<file path="src/rtl/lockout_pkg.sv">
package lockout_pkg;

   // Bus control strobes, all active low
   typedef struct packed {
      logic cs_n;
      logic oe_n;
      logic we_n;
   } bus_strobe_t;

   // True only for the single strobe combination that forms a write
   function automatic logic strobes_form_write(bus_strobe_t s);
      return (!s.cs_n) && s.oe_n && (!s.we_n);
   endfunction

   // Counter width able to hold 0..limit
   function automatic int unsigned count_width(int unsigned limit);
      return (limit < 2) ? 1 : $clog2(limit + 1);
   endfunction

endpackage

</file>
<file path="src/rtl/lockout_timer.sv">
module lockout_timer #(
   parameter int unsigned DELAY_CYCLES = 2500000
) (
   input  logic clk,
   input  logic rst_n,
   input  logic supply_ok,
   output logic timed_out
);
   import lockout_pkg::*;

   localparam int unsigned CNT_W = count_width(DELAY_CYCLES);

   generate
      if (DELAY_CYCLES == 0) begin : g_no_timer
         logic unused_inputs;
         assign unused_inputs = &{1'b0, clk, rst_n, supply_ok};
         assign timed_out = 1'b1;
      end else begin : g_timer
         localparam logic [CNT_W-1:0] LIMIT = CNT_W'(DELAY_CYCLES);
         logic [CNT_W-1:0] run_cnt;

         always_ff @(posedge clk or negedge rst_n) begin
            if (!rst_n) begin
               run_cnt <= '0;
            end else if (!supply_ok) begin
               run_cnt <= '0;
            end else if (run_cnt != LIMIT) begin
               run_cnt <= run_cnt + CNT_W'(1);
            end
         end

         assign timed_out = (run_cnt == LIMIT);
      end
   endgenerate

endmodule

</file>
<file path="src/rtl/strobe_inhibit.sv">
module strobe_inhibit (
   input  lockout_pkg::bus_strobe_t strobes,
   output logic                     write_ok
);
   import lockout_pkg::*;

   assign write_ok = strobes_form_write(strobes);

endmodule

</file>
<file path="src/rtl/pwr_wr_lockout.sv">
module pwr_wr_lockout #(
   parameter int unsigned DELAY_CYCLES = 2500000
) (
   input  logic clk,
   input  logic rst_n,
   input  logic supply_ok,
   input  logic cs_n,
   input  logic oe_n,
   input  logic we_n,
   output logic wr_permit
);
   import lockout_pkg::*;

   if (DELAY_CYCLES > 32'h7FFF_FFFF) begin : g_bad_delay
      $error("pwr_wr_lockout: DELAY_CYCLES out of range");
   end

   bus_strobe_t strobes;
   logic        timed_out;
   logic        write_ok;
   logic        permit_q;

   assign strobes = '{cs_n: cs_n, oe_n: oe_n, we_n: we_n};

   lockout_timer #(
      .DELAY_CYCLES(DELAY_CYCLES)
   ) u_timer (
      .clk       (clk),
      .rst_n     (rst_n),
      .supply_ok (supply_ok),
      .timed_out (timed_out)
   );

   strobe_inhibit u_inhibit (
      .strobes  (strobes),
      .write_ok (write_ok)
   );

   always_ff @(posedge clk or negedge rst_n) begin
      if (!rst_n) begin
         permit_q <= 1'b0;
      end else begin
         permit_q <= supply_ok && timed_out && write_ok;
      end
   end

   assign wr_permit = permit_q;

endmodule

</file>
<file path="config.mk">
export PLATFORM = sky130hd
export DESIGN_NAME = pwr_wr_lockout
export DESIGN_NICKNAME = d
export VERILOG_FILES = /design/src/rtl/lockout_pkg.sv /design/src/rtl/lockout_timer.sv /design/src/rtl/strobe_inhibit.sv /design/src/rtl/pwr_wr_lockout.sv
export SDC_FILE = /design/constraint.sdc
export NUM_CORES = 1
export LEC_CHECK = 0
export ABC_AREA = 0
export BUFFER_PORTS_ARGS = -buffer_cell sky130_fd_sc_hd__buf_2
export CELL_PAD_IN_SITES_DETAIL_PLACEMENT = 2
export CELL_PAD_IN_SITES_GLOBAL_PLACEMENT = 2
export CORE_ASPECT_RATIO = 1.1
export CORE_UTILIZATION = 38
export DETAILED_ROUTE_END_ITERATION = 8
export MAX_ROUTING_LAYER = met4
export PLACE_DENSITY = 0.83
export RECOVER_POWER = 25
export SYNTH_ARGS = -nofsm -noshare
export SYNTH_HDL_FRONTEND = slang
export SYNTH_SLANG_ARGS = --single-unit
</file>
<file path="constraint.sdc">
create_clock -name clk -period 2 [get_ports clk]
set_clock_uncertainty 0.15 [all_clocks]
set_input_delay 0.4 -clock clk [delete_from_list [all_inputs] [get_ports clk]]
set_output_delay 0.4 -clock clk [all_outputs]
set_load 0.005 [all_outputs]
</file>
### Word-level counts from Yosys, hierarchy flattened

Cells that the tools add are included.

| word-level totals | value |
|---|---|
| register bits | 23 |
| input port bits | 6 |
| output and inout port bits | 1 |
| word-level logic and storage cells | 14 |

| cells by class | value |
|---|---|
| add/subtract/negate cells | 1 |
| equality and inequality tests | 3 |
| multiplexer cells | 2 |
| reductions and logical operators | 6 |

Operators with widths:

| operator | count |
|---|---|
| 22-bit 2-to-1 mux | 2 |
| 22-bit by 1-bit adder with 22-bit output, second input constant | 1 |
| 22-bit equality test, second input constant | 1 |
| 22-bit inequality test, second input constant | 1 |
| 1-bit logical AND | 4 |
| 1-bit zero test | 2 |
| 2-bit by 1-bit inequality test with 1-bit output, second input constant | 1 |

### Longest topological paths before layout

| logic depth | value |
|---|---|
| depth in word-level cells | 4 |
| gate-level depth with buffers | 6 |
| depth with buffers taken out | 6 |

### Hierarchy

From an unflattened synthesis, not the netlist that was laid out.

| second synthesis, totals | value |
|---|---|
| cells, all modules | 126 |
| area total of the unflattened synthesis | 1221.2 sq um |

By module, submodules not included:

| module | times used | cells each | area an instance (sq um) | sequential area each (sq um) |
|---|---|---|---|---|
| lockout_timer | 1 | 123 | 1177.4 | 550.5 |
| pwr_wr_lockout | 1 | 2 | 31.3 | 25.0 |
| strobe_inhibit | 1 | 1 | 12.5 | 0.0 |

### Least setup slack after synthesis

OpenSTA, ideal clock, no wires.

| path | value |
|---|---|
| path kind | register to register |
| start | register u_timer.g_timer.run_cnt[0] |
| end | register permit_q (netlist: wr_permit) |
| setup time | 0.095 ns |
| arrival | 1.488 ns |
| required time | 1.755 ns |
| slack | 0.267 ns |
| cell stages (with the launch flop) | 7 |
| path buffers | 0 |
| period minus slack after synthesis | 1.733 ns |
| cell sequence | dfrtp_1 inv_1 ha_1 nor4b_1 nand4_1 nor4_4 nor4b_2 |

| on the way | value |
|---|---|
| cells in the longest elaborated chain, start to end | 3 |

RTL lines:

| item | line | text |
|---|---|---|
| start, declared | lockout_timer.sv:20 | `logic [CNT_W-1:0] run_cnt;` |
| start signal, assigned | lockout_timer.sv:28 | `run_cnt <= run_cnt + CNT_W'(1);` |
| 22-bit equality test | lockout_timer.sv:32 | `assign timed_out = (run_cnt == LIMIT);` |
| 1-bit logical AND (2 in a row) | pwr_wr_lockout.sv:43 | `permit_q <= supply_ok && timed_out && write_ok;` |
| end signal, assigned | pwr_wr_lockout.sv:43 |  |
| end, declared | pwr_wr_lockout.sv:21 | `logic permit_q;` |

No other way between the ends.
A chain may end at the register's enable or synchronous reset.

### Worst setup path after layout

| path | value |
|---|---|
| start | register u_timer.g_timer.run_cnt[15] |
| end | register permit_q (netlist: wr_permit) |

The elaborated chain is that of the path after synthesis.

==> summary.md <==
| Metric | Value |
|---|---|
| Run status | `complete, but fails checks` |
| Violations in the final reports | `design-rule violations` |
| Endpoint of the most critical register-to-register path | `wr_permit$_DFF_PN0_` |
| Total clock sinks | `23` |
| Footprint of the flip-flops and latches | `577 um2` |
| Share of the synthesized area in the top cell type | `46.0%` |
| Worst endpoint required time | `2.08 ns` |
| Summed instance area of the synthesized netlist | `1250 um2` |
| Initial antenna violation count | `0` |
| Critical Setup Path Class | `register to register` |
| Final critical-path setup slack | `0.00992 ns` |
| Clock root buffer | `clkbuf_4` |
| Number of vias in the routed layout | `1026` |
| Clock network latency to the later pin of the worst-skew pair | `0.32 ns` |
| Power, Total | `0.773 mW` |
| Worst Max-Slew Pin Slew | `1.26 ns` |
| Commonest non-fill, non-tap cell in the layout | `dfrtp_1` |
| Total routed wirelength | `3.52 mm` |
| Post-synthesis register bit count | `23` |
| GP Congestion | `0.731` |
| CTS tree | `yes` |
| Place WS | `-0.0418 ns` |
| Clock transition time at the flip-flop clock pins of the worst setup and hold paths | `0.14 ns` |
| Global routing usage summed across all routing layers | `21.4%` |
| Total grt overflow | `0` |
| Minimum clock period after layout | `1.99 ns` |
| Post-Syn Instances | `126` |
| Count of boundary I/O pins | `7` |
| Worst slew margin relative to its limit | `15.7%` |
| Ratio of cells with drive above 1 in the final layout | `21.6%` |
| Number of placement rows | `21` |
| Hold Crit Depth | `2` |
| Arr. time, crit path | `2.07 ns` |
| Count of distinct cell types in the synthesized netlist | `37` |
| Total count of max-transition violations in the final report | `0` |
| Wire length per cell after detailed routing | `20.4 um` |
| Final net count | `148` |
| IR Drop Worst-Case VDD | `0.258 mV` |
| Syn_nets | `134` |
| Leak pwr | `0.597 nW` |
| Largest driver fanout on the critical path | `6` |
| Global-route wire length before repair | `5.67 mm` |
| Worst R2R Start | `u_timer.g_timer.run_cnt[15]$_DFFE_PN0P_` |
| Count of synthesis-stage warnings from yosys | `0` |
| Startpoint kind of the worst setup timing path | `register` |
| Final period util | `99.5%` |
| Cell accounting for the most synthesized area | `dfrtp_1` |
| Filler cell count | `339` |
| Synthesized area per cell | `9.94 um2` |
| Detailed-routing iteration count for the pre-antenna-repair pass | `6` |
| Area growth from synthesis to final layout | `13.5%` |
| DR DRC count | `2` |
| Max-cap viol count | `0` |
| Minimum hold slack | `0.107 ns` |
| Combined area of the multi-input logic cells | `672 um2` |
| Hold path start | `we_n` |
| Final Hold Vio Count | `0` |
| F_max | `0.502 GHz` |
| Number of nets still failing antenna checks after routing | `0` |
| Setup repair after global routing missed its margin | `true` |
| PortBufs | `6` |
| Clock Path Buffers | `2` |
| Die width | `56.7 um` |
| DP Wirelength | `2.49 mm` |
| P per Cell Area | `544 nW/um2` |
| Most used cells in the layout excluding fill and tap cells | `22 x dfrtp_1, 12 x nor2_1, 11 x nand2_1, 9 x xor2_1, 7 x nand3_1` |
| Initial Util | `40.4%` |
| Maximum number of pins on one net before global-route repair | `24` |
| Routed vias/inst | `5.93` |
| Synth area leaders | `dfrtp_1 46%, xor2_1 6.3%, nor2_1 3.6%, nand2_1 3.3%, nand4_1 3.0%` |
| Number of diodes | `0` |
| Final Setup Violations | `0` |
| Iteration-0 DRC count of the detailed router | `31` |
| Register-to-register path setup slack | `0.01 ns` |
| Part of the Yosys area used for sequential elements | `46.0%` |
| Number of buffers created by CTS | `3` |
| Critical Path End Type | `register` |
| Class of the tightest hold or removal check | `input port to register` |
| Die height | `62.2 um` |
| Worst Hold Endpoint | `wr_permit$_DFF_PN0_` |
| R2R depth | `4` |
| Number of levels in the clock H-tree | `1` |
| Vias in the first global route | `1142` |
| Placeable core region | `3100 um2` |
| Die area | `3530 um2` |
-- worst max path at each step --
| stage | from | end | slack [ns] |
|---|---|---|---|
| 6_report | u_timer.g_timer.run_cnt[15]$_DFFE_PN0P_ | wr_permit$_DFF_PN0_ | 0.01 |
| 5_1_grt | u_timer.g_timer.run_cnt[1]$_DFFE_PN0P_ | wr_permit$_DFF_PN0_ | -0.12 |
| 4_1_cts | u_timer.g_timer.run_cnt[0]$_DFFE_PN0P_ | wr_permit$_DFF_PN0_ | 0.0008 |
| 3_5_place_dp | u_timer.g_timer.run_cnt[0]$_DFFE_PN0P_ | wr_permit$_DFF_PN0_ | -0.04 |
| 3_3_place_gp | u_timer.g_timer.run_cnt[2]$_DFFE_PN0P_ | wr_permit$_DFF_PN0_ | 0.15 |
| 2_1_floorplan | u_timer.g_timer.run_cnt[0]$_DFFE_PN0P_ | wr_permit$_DFF_PN0_ | 0.27 |
-- per-layer routing --
metal | track usage [%] | up-vias | wire length [um]
li1 | - | 474 | -
met1 | 25.7 | 538 | 1520
met2 | 38.4 | 12 | 1900
met3 | 3.13 | 2 | 85
met4 | 3.66 | 0 | 17
met5 | - | - | 0
-- cell families (layout without fill, tap and decap cells) --
| group | count (synthesis) | in the layout | synth area share (%) |
|---|---|---|---|
| simple gates | 63 | 63 | 31.9 |
| flops | 23 | 23 | 46.0 |
| compound gates | 16 | 16 | 6.89 |
| xor+xnor | 11 | 11 | 7.69 |
| buf+inv | 9 | 22 | 3.99 |
| fa+ha+maj | 2 | 2 | 2.00 |
| mux | 2 | 2 | 1.60 |
-- state kept, by name, indices dropped and copies added, names as in the netlist --
| register | count |
|---|---|
| wr_permit | 1 |
| u_timer.g_timer.run_cnt | 22 |
-- Yosys cell counts --
library cell  count
a21oi_1           6
and2_1            2
and3_1            3
and4_1            1
and4_2            1
and4_4            1
and4bb_2          1
buf_2             1
buf_6             2
clkbuf_1          1
clkinv_1          1
dfrtp_1          23
ha_1              2
inv_1             4
mux2i_1           2
nand2_1          11
nand2b_1          2
nand3_1           7
nand3_4           1
nand3b_1          1
nand4_1           6
nand4_2           2
nor2_1           12
nor3b_1           1
nor4_1            1
nor4_4            1
nor4b_1           1
nor4b_2           1
o211ai_1          1
o21ai_0           6
o21ai_1           1
o22ai_1           1
o31ai_1           1
or3_1             6
or4_1             1
xnor2_1           2
xor2_1            9
-- critical path, stage by stage (launching register included) --
cell and delay, ns:
dfrtp_1 0.47, nor4_2 0.36, nand4_1 0.21, nor4_4 0.44, nor4b_4 0.27
-- metrics by stage --
stage          std cells  TNS [ns]  utilization, %  cell area (um2)
2_1_floorplan        126         0               -             1250
3_3_place_gp         167         0            42.9             1330
5_1_grt              173    -0.378            45.8             1420
3_5_place_dp         167   -0.0418            42.9             1330
6_report             173         0            45.8             1420
4_1_cts              172         0            44.4             1380
-- report_power, final --
part           leakage, nW  switching, mW  internal (mW)  total (mW)
registers            0.317        0.00737          0.470       0.477
clock network       0.0177          0.151         0.0750       0.226
logic                0.262         0.0420         0.0277      0.0697
-- area by class of cell --
type	count	area share, %
sequential	23	40.6
multi-input combinational	94	47.3
clock inverter	1	0.352
clock buffer	3	1.58
tap	34	2.99
inverter	5	1.32
timing repair buffer	13	5.90
-- what timing repair did --
| item | in CTS | in global routing |
|---|---|---|
| resized for setup | 1 | 9 |
| pin swaps | 1 | 3 |
| setup buffers | 0 | 1 |
| endpoints found under the hold margin | 23 | 0 |
| setup endpoints to repair | 1 | 4 |
| hold buffers | 1 | 0 |
Note: power is estimated with default switching activity, not from simulation.
